==> src/rtl/lfsr_tc_pkg.sv <==
package lfsr_tc_pkg;

  localparam int MAXW = 32;

  // Feedback tap mask for a maximal-length sequence, bit (t-1) set for tap t.
  function automatic logic [MAXW-1:0] tap_mask(input int w);
    logic [MAXW-1:0] m;
    case (w)
      3:  m = 32'h0000_0006;
      4:  m = 32'h0000_000C;
      5:  m = 32'h0000_0014;
      6:  m = 32'h0000_0030;
      7:  m = 32'h0000_0060;
      8:  m = 32'h0000_00B8;
      9:  m = 32'h0000_0110;
      10: m = 32'h0000_0240;
      11: m = 32'h0000_0500;
      12: m = 32'h0000_0829;
      13: m = 32'h0000_100D;
      14: m = 32'h0000_2015;
      15: m = 32'h0000_6000;
      16: m = 32'h0000_D008;
      default: m = 32'h0000_0060;
    endcase
    return m;
  endfunction

  // One step: shift toward the MSB, parity of the tapped bits enters at bit 0.
  function automatic logic [MAXW-1:0] lfsr_adv(input logic [MAXW-1:0] s, input int w);
    logic [MAXW-1:0] keep;
    logic [MAXW-1:0] r;
    keep = (w >= MAXW) ? '1 : ((MAXW'(1) << w) - MAXW'(1));
    r    = ((s << 1) & keep) | MAXW'(^(s & tap_mask(w)));
    return r;
  endfunction

  // Code held after (count-1) steps from the seed: the terminal compare value.
  function automatic logic [MAXW-1:0] term_code(input logic [MAXW-1:0] seed,
                                                 input int w, input int count);
    logic [MAXW-1:0] s;
    s = seed;
    for (int i = 1; i < count; i++) s = lfsr_adv(s, w);
    return s;
  endfunction

endpackage

==> src/rtl/lfsr_next.sv <==
module lfsr_next #(
  parameter int WIDTH = 7
) (
  input  logic [WIDTH-1:0] cur,
  output logic [WIDTH-1:0] nxt
);
  import lfsr_tc_pkg::*;

  localparam logic [WIDTH-1:0] TAPS = WIDTH'(tap_mask(WIDTH));

  logic fb;

  always_comb begin
    fb  = ^(cur & TAPS);
    nxt = {cur[WIDTH-2:0], fb};
  end

endmodule

==> src/rtl/tc_match.sv <==
module tc_match #(
  parameter int              WIDTH = 7,
  parameter logic [WIDTH-1:0] TERM = '0
) (
  input  logic [WIDTH-1:0] cur,
  output logic             hit
);

  logic [WIDTH-1:0] diff;

  always_comb begin
    diff = cur ^ TERM;
    hit  = ~|diff;
  end

endmodule

==> src/rtl/tc_ctrl.sv <==
module tc_ctrl #(
  parameter int               WIDTH = 7,
  parameter int               COUNT = 100,
  parameter logic [WIDTH-1:0] SEED  = 1
) (
  input  logic             clk,
  input  logic             rst,
  input  logic             en,
  input  logic             start,
  input  logic             wrap_mode,
  input  logic [WIDTH-1:0] nxt_state,
  input  logic             at_term,
  output logic [WIDTH-1:0] state,
  output logic             running,
  output logic             tc_pulse
);

  always_ff @(posedge clk) begin
    if (rst) begin
      state    <= SEED;
      running  <= 1'b0;
      tc_pulse <= 1'b0;
    end else begin
      tc_pulse <= 1'b0;
      if (start) begin
        state   <= SEED;
        running <= 1'b1;
      end else if (running && en) begin
        if (at_term) begin
          tc_pulse <= 1'b1;
          state    <= SEED;
          running  <= wrap_mode;
        end else begin
          state <= nxt_state;
        end
      end
    end
  end

  a_r1_idle_quiet: assert property (@(posedge clk) disable iff (rst)
    (!running && !start) |=> !tc_pulse);

  a_r2_single_pulse: assert property (@(posedge clk) disable iff (rst)
    (tc_pulse && (COUNT > 1)) |=> !tc_pulse);

  a_r3_hold_disabled: assert property (@(posedge clk) disable iff (rst)
    (running && !en && !start) |=> ($stable(state) && !tc_pulse));

  a_r5_stop_after_tc: assert property (@(posedge clk) disable iff (rst)
    (tc_pulse && !running) |=> !tc_pulse);

  a_r6_start_loads: assert property (@(posedge clk) disable iff (rst)
    start |=> (running && (state == SEED) && !tc_pulse));

  a_r7_never_zero: assert property (@(posedge clk) disable iff (rst)
    running |-> (state != '0));

endmodule

==> src/rtl/lfsr_tc_timer.sv <==
module lfsr_tc_timer #(
  parameter int               WIDTH = 7,
  parameter int               COUNT = 100,
  parameter logic [WIDTH-1:0] SEED  = 1
) (
  input  logic clk,
  input  logic rst,
  input  logic en,
  input  logic start,
  input  logic wrap_mode,
  output logic tc_pulse
);
  import lfsr_tc_pkg::*;

  localparam logic [WIDTH-1:0] TERM = WIDTH'(term_code(MAXW'(SEED), WIDTH, COUNT));

  initial begin
    a_r7_cfg: assert (WIDTH >= 3 && WIDTH <= 16 && COUNT >= 1 &&
                      COUNT <= (1 << WIDTH) - 1 && SEED != '0);
  end

  logic [WIDTH-1:0] state;
  logic [WIDTH-1:0] nxt_state;
  logic             at_term;
  logic             running;

  lfsr_next #(.WIDTH(WIDTH)) u_next (
    .cur (state),
    .nxt (nxt_state)
  );

  tc_match #(.WIDTH(WIDTH), .TERM(TERM)) u_match (
    .cur (state),
    .hit (at_term)
  );

  tc_ctrl #(.WIDTH(WIDTH), .COUNT(COUNT), .SEED(SEED)) u_ctrl (
    .clk       (clk),
    .rst       (rst),
    .en        (en),
    .start     (start),
    .wrap_mode (wrap_mode),
    .nxt_state (nxt_state),
    .at_term   (at_term),
    .state     (state),
    .running   (running),
    .tc_pulse  (tc_pulse)
  );

endmodule

==> config.mk <==
export PLATFORM = sky130hd
export DESIGN_NAME = lfsr_tc_timer
export DESIGN_NICKNAME = d
export VERILOG_FILES = /design/src/rtl/lfsr_tc_pkg.sv /design/src/rtl/lfsr_next.sv /design/src/rtl/tc_match.sv /design/src/rtl/tc_ctrl.sv /design/src/rtl/lfsr_tc_timer.sv
export SDC_FILE = /design/constraint.sdc
export NUM_CORES = 1
export LEC_CHECK = 0
export ABC_AREA = 1
export BUFFER_PORTS_ARGS = -buffer_cell sky130_fd_sc_hd__buf_2
export CAP_MARGIN = 20
export CORE_UTILIZATION = 25
export CTS_BUF_LIST = sky130_fd_sc_hd__clkbuf_4
export CTS_CLUSTER_SIZE = 40
export DETAILED_ROUTE_END_ITERATION = 6
export GPL_TIMING_DRIVEN = 0
export PLACE_DENSITY = 0.45
export SETUP_SLACK_MARGIN = 0.3
export SYNTH_ARGS = -nofsm -noshare
export SYNTH_HDL_FRONTEND = slang
export SYNTH_SLANG_ARGS = --single-unit
==> constraint.sdc <==
create_clock -name clk -period 1.4 [get_ports clk]
set_input_delay 0.14 -clock clk [delete_from_list [all_inputs] [get_ports clk]]
set_output_delay 0.14 -clock clk [all_outputs]
set_load 0.005 [all_outputs]
==> key figures <==
Critical path
  – Worst setup EP type: flop
  – R2R Setup Slk: 0.40 ns
  – Worst setup SP type: flop
  – Worst R2R End: u_ctrl.state[1]$_SDFFE_PP0P_
  – Worst EP required: 1.55 ns
  – Reg2reg start: u_ctrl.running$_SDFFE_PP0P_
  – Crit path DAT: 1.16 ns
  – Critical path peak fanout: 9
  – Critical path type: reg -> reg
  – Critical path origin: u_ctrl.running$_SDFFE_PP0P_
  – Reg2reg path depth: 5

Timing
  – Final max-slew violation count: 0
  – Max Clock Skew: 0.00828 ns
  – Setup_tns: 0 ns
  – Tcrit/Tclk final: 0.715
  – Slew @ Worst Pin: 0.200 ns
  – Final setup margin: 0.399 ns
  – Finish-stage setup viols: 0
  – Maximum clock rate: 999 MHz
  – Final hold violations: 0
  – Final Critical Period: 1.00 ns
  – Slew HR: 0.866
  – RSZ-0062 raised after global routing: false

Routing
  – Iter 0 DRT Violations: 7
  – WL final: 838 um
  – Vias post-DR: 347
  – DR vias/cell: 4.51
  – Post-DRT Antenna Nets: 0
  – Drt wl/cell: 10.9 um
  – Drt first pass iters: 5
  – Residual DRC: 2

Placed design
  – Gpl congestion: 0.734
  – Hpwl dp: 565 um
  – PortBufs: 5
  – Dpl ws: 0.410 ns

Global route
  – Met3 usage in global routing: 0.0625
  – Initial antenna violation count: 0
  – GRT Max-Usage Layer: met1
  – GRT Util Overall: 0.105
  – Vias in the first global route: 317
  – First-pass GRT wire length: 1340 um
  – Met1 Use GR: 0.136
  – Largest net degree at the start of global routing: 10
  – Total grt overflow: 0
  – Grt met2 use: 0.133

Clocking
  – Max clock buf depth: 2
  – CTS buffer count: 3
  – # H-tree levels: 1
  – Root Driver: clkbuf_4
  – Clk slew on worst S/H paths: 0.07 ns
  – Clk sinks: 9
  – Clock Latency Late Sink: 0.27 ns
  – CTS tree: yes
  – Post-cts sizing count: 0
  – Postcts setup bufs: 0
  – CTS Hold Buffers Added: 0

Final layout
  – Share of layout cells above drive strength 1: 0.344
  – Filler Cells Inserted: 162
  – Inserted Diodes: 0
  – P&R area growth vs syn: 17.5%
  – Most frequent cells in the layout: 9 x dfxtp_1, 8 x nand2_1, 7 x nor2_1
  – Most common cell after layout, fill and taps aside: dfxtp_1
  – Layout Nets: 67

Pwr
  – Leakage power: 0.252 nW
  – Tot Pwr: 547 uW
  – Worst VDD drop: 0.329 mV
  – Pwr/cell area: 1080 nW/um^2

Die
  – Initial Util: 0.275
  – Ports: 6
  – Placement Rows: 14
  – Die area: 1890 um^2
  – Core area: 1560 um^2
  – Die width: 43.4 um
  – Die Ht: 43.4 um

Synth
  – Part of the Yosys area used for sequential elements: 0.420
  – Syn avg cell area: 8.25 um^2
  – Synth unique cells: 18
  – Synth warn: 0
  – Gate Count Post-Synth: 52
  – Mapped Nets: 57
  – #FFs+latches synth: 9
  – Synthesized area: 429 um^2

Status
  – Status: complete, but fails checks
  – Failing checks: design-rule violations

Worst hold path
  – Critical hold path startpoint: start
  – Hold depth: 2
  – Worst Hold Class: in -> reg
  – Worst Hold End: u_ctrl.tc_pulse$_SDFF_PP0_

Run
  – Max_cap viols: 0
## worst max-delay path by stage
stage	end	slack [ns]
6_report	u_ctrl.state[1]$_SDFFE_PP0P_	0.40
5_1_grt	u_ctrl.state[3]$_SDFFE_PP0P_	0.33
4_1_cts	u_ctrl.state[3]$_SDFFE_PP0P_	0.39
3_5_place_dp	u_ctrl.state[3]$_SDFFE_PP0P_	0.41
3_3_place_gp	u_ctrl.state[3]$_SDFFE_PP0P_	0.40
2_1_floorplan	u_ctrl.state[3]$_SDFFE_PP0P_	0.54
## critical path, cell delays in order, from the launching register on
cell	delay [ns]
dfxtp_1	0.35
nand2_2	0.14
inv_4	0.15
nand3b_4	0.09
inv_2	0.09
nor2_1	0.05
## cells in the mapped netlist (all sizes together)
library cell	number	area [um^2]
nand2	10	42.5
dfxtp	9	180
nor2	9	48.8
inv	7	28.8
o21ai	4	23.8
a21oi	3	15.0
o211ai	3	27.5
nand3	2	10.0
nor3	2	20.0
nand3b	1	20.0
nand4	1	6.26
or2	1	6.26
## metal layers
layer | vias to the layer above | part of all wire
met5 | - | 0
met4 | 0 | 0.011
met3 | 2 | 0.057
met2 | 5 | 0.40
met1 | 151 | 0.53
li1 | 189 | -
## cells by family after synthesis
kind of cell           count (synthesis)  share of synthesized area
flip-flops                             9                      0.420
AND/OR/NAND/NOR                       26                      0.359
buffers and inverters                  7                     0.0671
AO/OA/AOI/OAI                         10                      0.154
## metrics by stage
stage / util / area [um^2] / hold slack [ns] / cells
5_1_grt: 0.323 / 504 / 0.0828 / 77
3_3_place_gp: 0.304 / 474 / 0.373 / 73
3_5_place_dp: 0.304 / 474 / 0.373 / 73
6_report: 0.323 / 504 / 0.0835 / 77
2_1_floorplan: - / 429 / 0.209 / 52
4_1_cts: 0.323 / 504 / 0.0814 / 77
## where the power goes
part / switching [mW] / total [mW] / internal, mW
registers: 0.00651 / 0.270 / 0.264
logic: 0.0295 / 0.0459 / 0.0164
clock network: 0.101 / 0.231 / 0.130
total: 0.137 / 0.547 / 0.410
## flip-flops by register name, summed over array words and instances, names as in the netlist
name and cells:
u_ctrl.running 1, u_ctrl.state 7, u_ctrl.tc_pulse 1
## final cells by class
type                            count  area (um^2)  area share
Multi-Input combinational cell     36          220       0.437
Sequential cell                     9          180       0.357
Clock buffer                        4         30.0      0.0596
Inverter                            7         28.8      0.0571
Timing Repair Buffer                5         25.0      0.0496
Tap cell                           16         20.0      0.0397
Note: power is estimated with default switching activity, not from simulation.
